`config.mk`:
```
export PLATFORM = sky130hd
export DESIGN_NAME = spd_guard_cmd
export DESIGN_NICKNAME = d
export VERILOG_FILES = /design/src/rtl/spd_guard_cmd.sv
export SDC_FILE = /design/constraint.sdc
export NUM_CORES = 1
export LEC_CHECK = 0
export BUFFER_PORTS_ARGS = -buffer_cell sky130_fd_sc_hd__buf_4
export CAP_MARGIN = 30
export CORE_MARGIN = 4
export CORE_UTILIZATION = 40
export DETAILED_ROUTE_END_ITERATION = 8
export PLACE_DENSITY_LB_ADDON = 0.3
export SKIP_LAST_GASP = 1
export SYNTH_ARGS = -nofsm -noshare
export SYNTH_HDL_FRONTEND = slang
export SYNTH_SLANG_ARGS = --single-unit
```
`constraint.sdc`:
```
create_clock -name clk -period 3.8 [get_ports clk]
set_input_delay 0.76 -clock clk [delete_from_list [all_inputs] [get_ports clk]]
set_output_delay 0.76 -clock clk [all_outputs]
set_load 0.005 [all_outputs]
```
`src/rtl/spd_guard_cmd.sv`:
```
module spd_guard_cmd #(
  parameter logic [3:0] PREAMBLE = 4'b0110
) (
  input  logic       clk,
  input  logic       rst_n,
  input  logic       ev_start,
  input  logic       ev_addr,
  input  logic       ev_data,
  input  logic       ev_stop,
  input  logic [7:0] byte_in,
  input  logic       hv_ok,
  output logic       resp_valid,
  output logic       resp_ack,
  output logic [3:0] wp_flags,
  output logic       bank_sel,
  output logic       wr_req
);
  localparam logic [2:0] K_BAD = 3'd0, K_SWP = 3'd1, K_CWP = 3'd2,
                         K_SPA = 3'd3, K_RPS = 3'd4, K_RPA = 3'd5;

  logic [2:0] kind, d_kind;
  logic [1:0] blk, d_blk, dcnt;
  logic       sel, armed, a_ack, d_ack;

  wire hit     = ev_addr && (byte_in[7:4] == PREAMBLE);
  wire rsp_now = hit || (ev_data && sel);
  wire ack_now = ev_addr ? a_ack : d_ack;

  always_comb begin
    d_kind = K_BAD;
    d_blk  = 2'd0;
    case (byte_in[3:0])
      4'b0010: begin d_kind = K_SWP; d_blk = 2'd0; end
      4'b1000: begin d_kind = K_SWP; d_blk = 2'd1; end
      4'b1010: begin d_kind = K_SWP; d_blk = 2'd2; end
      4'b0000: begin d_kind = K_SWP; d_blk = 2'd3; end
      4'b0110:       d_kind = K_CWP;
      4'b1100: begin d_kind = K_SPA; d_blk = 2'd0; end
      4'b1110: begin d_kind = K_SPA; d_blk = 2'd1; end
      4'b0011: begin d_kind = K_RPS; d_blk = 2'd0; end
      4'b1001: begin d_kind = K_RPS; d_blk = 2'd1; end
      4'b1011: begin d_kind = K_RPS; d_blk = 2'd2; end
      4'b0001: begin d_kind = K_RPS; d_blk = 2'd3; end
      4'b1101:       d_kind = K_RPA;
      default: ;
    endcase
  end

  always_comb begin
    case (d_kind)
      K_SWP, K_RPS: a_ack = !wp_flags[d_blk];
      K_CWP, K_SPA: a_ack = 1'b1;
      K_RPA:        a_ack = !bank_sel;
      default:      a_ack = 1'b0;
    endcase
    case (kind)
      K_SWP:   d_ack = !wp_flags[blk] && (dcnt == 2'd0 || (dcnt == 2'd1 && hv_ok));
      K_CWP:   d_ack = dcnt == 2'd0 || (dcnt == 2'd1 && hv_ok);
      K_SPA:   d_ack = dcnt == 2'd0;
      default: d_ack = 1'b0;
    endcase
  end

  always_ff @(posedge clk) begin
    if (!rst_n) begin
      resp_valid <= 1'b0;
      resp_ack   <= 1'b0;
      wr_req     <= 1'b0;
      wp_flags   <= 4'b0;
      bank_sel   <= 1'b0;
      sel        <= 1'b0;
      armed      <= 1'b0;
      kind       <= K_BAD;
      blk        <= 2'd0;
      dcnt       <= 2'd0;
    end else begin
      resp_valid <= rsp_now;
      resp_ack   <= rsp_now && ack_now;
      wr_req     <= 1'b0;
      if (ev_start) begin
        sel   <= 1'b0;
        armed <= 1'b0;
      end else if (ev_addr) begin
        sel   <= hit;
        kind  <= d_kind;
        blk   <= d_blk;
        dcnt  <= 2'd0;
        armed <= 1'b0;
      end else if (ev_data && sel) begin
        if (dcnt != 2'd2) dcnt <= dcnt + 2'd1;
        armed <= (dcnt == 2'd1) &&
                 (kind == K_SPA || ((kind == K_SWP || kind == K_CWP) && d_ack));
      end else if (ev_stop) begin
        if (sel && armed) begin
          case (kind)
            K_SWP: begin wp_flags[blk] <= 1'b1; wr_req <= 1'b1; end
            K_CWP: begin wp_flags <= 4'b0;      wr_req <= 1'b1; end
            K_SPA: bank_sel <= blk[0];
            default: ;
          endcase
        end
        sel   <= 1'b0;
        armed <= 1'b0;
      end
    end
  end

  a_r11_resp_follows_byte: assert property (@(posedge clk) disable iff (!rst_n)
    resp_valid |-> $past(ev_addr || ev_data));
  a_r3_wr_after_stop: assert property (@(posedge clk) disable iff (!rst_n)
    wr_req |-> $past(ev_stop));
  a_r8_bank_moves_at_stop: assert property (@(posedge clk) disable iff (!rst_n)
    (bank_sel != $past(bank_sel)) |-> $past(ev_stop));
  a_r6_flags_change_with_wr: assert property (@(posedge clk) disable iff (!rst_n)
    (wp_flags != $past(wp_flags)) |-> wr_req);
  a_r8_no_wr_on_bank_change: assert property (@(posedge clk) disable iff (!rst_n)
    wr_req |-> (bank_sel == $past(bank_sel)));
  a_r11_ack_needs_valid: assert property (@(posedge clk) disable iff (!rst_n)
    resp_ack |-> resp_valid);
endmodule

```
# Yosys cells after proc, flatten, opt, wreduce, memory -nomap -nowiden
# Cells that the tools add are included.
# totals
mem_bits_rw	0
mem_bits_ro	0
mem_count	0
latchBits	0
wordCells	104
regBits	17
out_inout_bits	8
input_bits	15
# op_classes
n_mux	20
magnitude_cmp	3
addsub	1
bitwise_logic	7
n_reduce_logical	40
n_eq_ne	23
n_shift	0
div	0
multipliers	0
# ops
cell	n
4-bit equality test, second input constant	7
3-bit case mux with 5 select lines	1
2-bit OR reduction	7
3-bit by 2-bit equality test with 1-bit output, second input constant	4
6-bit AND reduction	2
2-bit nonzero test	5
1-bit logical AND	9
1-bit two-way mux	9
4-bit by 2-bit equality test with 1-bit output, second input constant	2
4-bit by 3-bit equality test with 1-bit output, second input constant	2
4-bit case mux with 2 select lines	1
4-bit OR reduction	2
3-bit by 1-bit equality test with 1-bit output, second input constant	2
3-bit equality test, second input constant	2
2-bit by 3-bit less-than comparator with 1-bit output, second input constant	2
2-bit two-way mux	3
1-bit NOT	6
1-bit case mux with 3 select lines	2
2-bit case mux with 3 select lines	1
3-bit OR reduction	2
6-bit OR reduction	1
1-bit binary-select mux with 2-bit select	2
4-bit by 1-bit equality test with 1-bit output, second input constant	1
4-bit zero test	1
other kinds (11)	18

# Logic depth before layout (Yosys ltp)
# logic_depth
depth_word	9
ltp_mapped	6
ltp_nobuf	6

# Worst setup path before layout
# Ideal clock, no wire load.
# synth_timing
path_type	input port to flip-flop
start	input ev_addr
end	register bank_sel
required_time_ps	3684
path_buffers	1
setup_time_ps	116
cell_stages	5
arrival_time_ps	1551
setup_slack_ps	2133
cell_sequence	buf_6 nand2b_4 nor4_2 mux2i_1 nor2b_1
# synth_via
elab_chain_cells	2
# synth_rtl
element	line_no	source
start, declared	7	input logic ev_addr,
1-bit NOT (no source line)	--	
6-bit AND reduction (no source line)	--	
end signal, assigned	98	K_SPA: bank_sel <= blk[0];
end, declared	15	output logic bank_sel,
# Every way passes these cells.
# A chain may end at the register's enable or synchronous reset.

# Final worst setup path
# layout_timing
start	register wp_flags[0]
end	output wp_flags[0]
# layout_lines
element	line_no	source
start, declared	14	output logic [3:0] wp_flags,
start signal, assigned	69	wp_flags <= 4'b0;
start signal, assigned by index	96	K_SWP: begin wp_flags[blk] <= 1'b1; wr_req <= 1'b1; end
start signal, assigned	97	K_CWP: begin wp_flags <= 4'b0; wr_req <= 1'b1; end
# No word-level cell between the ends.

==> impl_metrics.py <==
metrics = {
    "run_status": {
        "status": "finished clean",
    },
    "detailed_routing": {
        "drt-initial-drc-count": 19,
        "top_layer_used": "met4",
        "totalWireLength_mm": 2.16,
        "viasPerCell": 5.44,
        "routedWlPerCell_um": 13.4,
        "wl_met1_um": 973,
        "wl_met2_mm": 1.05,
        "wl_met3_um": 104,
        "postRouteAntennaNets": 0,
        "vias": 876,
        "drtPass1Iterations": 4,
        "drc": 0,
    },
    "power_and_ir_drop": {
        "p_switching_uw": 80.0,
        "clkPwrFrac": 0.299,
        "combPwrFrac": 0.131,
        "p_int_uw": 243,
        "seqPwrFrac": 0.570,
        "powerDensity_nw_per_um2": 274,
        "p_sw_frac": 0.247,
        "p_leak_nw": 0.449,
        "vdd_drop_max_v": 0.000201,
    },
    "setup_path": {
        "cp-end-kind": "primary output",
        "crit_cells": 1,
        "crit_path_max_incr_delay_ns": 0.40,
        "arrival_ns": 0.82,
        "timing.rr.end": "resp_ack",
        "reg2reg_from": "blk[1]",
        "cp_slowest_cell": "dfxtp_1",
        "start_kind": "flop",
        "crit_fanout": 4,
        "startpoint": "wp_flags[0]",
        "crit_required_ns": 3.04,
        "crit_family": "flip-flops",
        "crit_type": "reg -> out",
        "crit_chain": "buf_4",
        "crit_buf_inv": 1,
        "reg2reg_depth": 4,
        "regToRegSetupSlack_ns": 2.38,
    },
    "timing": {
        "fin_hold_ws_ns": 0.489,
        "worst_pin_slew_ns": 0.440,
        "finalHoldViolCount": 0,
        "rsz0062_at_grt": "no",
        "maxSlewHeadroom": 0.705,
        "skew_ns": 0.00395,
        "final.min_clock_period_ns": 1.58,
        "fin_crit_sh": 0.415,
        "slew_viol_final": 0,
        "tns_ns": 0,
        "fmax_mhz": 635,
        "setup_viol_count_final": 0,
    },
    "synthesis": {
        "synth_top_family_by_area": "simple AND/OR/NAND/NOR gates",
        "yosys.area_share.simple": 0.322,
        "synth_cell_types": 39,
        "synth_xor_area_frac": 0.0179,
        "ys_seq_area_frac": 0.349,
        "ys_warn_count": 0,
        "ys_ff_latch": 17,
        "synthesis.area_um2": 976,
        "syn_nets": 129,
        "synth.area.mux_share": 0.0667,
        "synth_compound_area_frac": 0.172,
        "synthAdderAreaFrac": 0.0385,
        "syn_area_per_cell_um2": 8.79,
        "synthCells": 111,
    },
    "clock_tree": {
        "cts.path.max_buffers": 2,
        "clock_sinks": 17,
        "cts_hold_buffers": 0,
        "cts_tree": "done",
        "clkLatencyLatePin_ns": 0.29,
        "clkSlewWorstSetupHoldPaths_ns": 0.10,
        "tritoncts.num_buffers": 3,
        "post_cts_buffers": 0,
        "root_buffer": "clkbuf_4",
        "cts.repair.resized": 0,
        "h-tree-depth": 1,
    },
    "cells_and_area": {
        "num-nets-final": 152,
        "seqCellArea_um2": 340,
        "area_growth_pct": 20.9,
        "multi_input_comb_area_um2": 602,
        "nFillCells": 207,
        "antennaDiodeCount": 0,
        "drive_gt1_frac": 0.256,
        "final_cell_mix": "buf_4, dfxtp_1, nor2_1, nand2b_1, a21oi_1",
        "instances_no_fill": 161,
        "final_common_cell": "buf_4",
    },
    "grt": {
        "grt_first_pass_wirelength_mm": 3.71,
        "grt_pass1_vias": 823,
        "overflow": 0,
        "grt_usage": 0.140,
        "antenna_found_initial": 0,
        "grt_max_degree": 13,
    },
    "placed_design": {
        "io_buffers": 22,
        "gp_congestion": 0.869,
        "dp.final_hpwl_mm": 1.68,
        "dp_cells": 157,
    },
    "die": {
        "die_w_um": 57.4,
        "design.die.area_um2": 3290,
        "initial_utilization": 0.429,
        "num_rows": 17,
        "io_pins": 23,
        "die_y_um": 57.4,
        "core_region_area_um2": 2280,
    },
    "hold_path": {
        "worstHoldStart": "kind[2]",
        "min_to": "kind[2]",
        "whs_path_depth": 2,
        "min_path_type": "reg -> reg",
    },
    "job": {
        "maxCapViolCount": 0,
    },
}
worst max-delay path by stage:
stage and end:
4_1_cts wp_flags[0], 3_5_place_dp wp_flags[1], 5_1_grt wp_flags[0], 3_3_place_gp bank_sel, 2_1_floorplan bank_sel, 6_report wp_flags[0]
cell families after synthesis:
group	Yosys count
mux	4
compound gates	25
fa+ha+maj	3
flops	17
simple gates	53
buf+inv	7
xor+xnor	2
Yosys cell counts:
master    number  area share
dfxtp_1       17        0.35
nand4_1        1      0.0064
nor2b_2        1      0.0090
nor3b_1        2       0.015
ha_1           3       0.038
mux4_2         2       0.046
xor2_1         1      0.0090
nand4b_1       1      0.0090
nand3b_1       4       0.031
o21bai_1       1      0.0077
o21a_1         1      0.0077
and3b_1        1      0.0090
o41ai_2        1       0.017
or3b_2         1      0.0090
a21oi_1        8       0.041
and3_1         1      0.0064
buf_6          1       0.012
a21boi_0       1      0.0077
o211a_1        1       0.010
a22oi_1        1      0.0077
o21ai_2        2       0.018
nor2_1         9       0.035
nor4_1         1      0.0064
nor3_1         5       0.026
o21ai_0        5       0.026
xnor2_1        1      0.0090
o22ai_1        2       0.013
o31ai_1        1      0.0077
clkbuf_1       3       0.012
nor4_2         1       0.013
nand2_1        7       0.027
nand2b_4       1       0.014
a221oi_1       1      0.0090
nand3_1        2       0.010
inv_1          3       0.012
mux2i_1        2       0.021
nand2b_1       8       0.051
or2_1          1      0.0064
nor2b_1        6       0.038
power by group through the flow:
stage	registers (mW)	logic [mW]	clock network [mW]
4_1_cts	0.184	0.0426	0.0986
5_1_grt	0.185	0.0468	0.108
2_1_floorplan	0.187	0.0247	0
3_3_place_gp	0.188	0.0414	0
3_5_place_dp	0.188	0.0425	0
6_report	0.184	0.0424	0.0968
routing by layer:
metal  global-route usage  vias up
met1                0.184      409
li1                     -      443
met5                    0        -
met2                0.216       20
met3               0.0294        4
met4               0.0695        0
layout make-up:
type                    instances  area share
multi-input cells              87       0.510
well taps                      28      0.0297
clock buffers                   4      0.0223
repair buffers                 22       0.140
flip-flops and latches         17       0.288
inverters                       3     0.00954
sequential cells by signal, summed over array words and instances (netlist names), 2 cells and up:
signal and cells:
wp_flags 4, kind 3, blk 2, dcnt 2
through the flow:
step	setup WS, ns	power [mW]	util	area (um^2)
6_report	2.22	0.324	0.518	1180
5_1_grt	2.15	0.339	0.518	1180
4_1_cts	2.22	0.325	0.518	1180
3_5_place_dp	1.97	0.231	0.507	1150
3_3_place_gp	2.00	0.230	0.507	1150
2_1_floorplan	2.13	0.212	-	976
(Power assumes the default switching activity.)
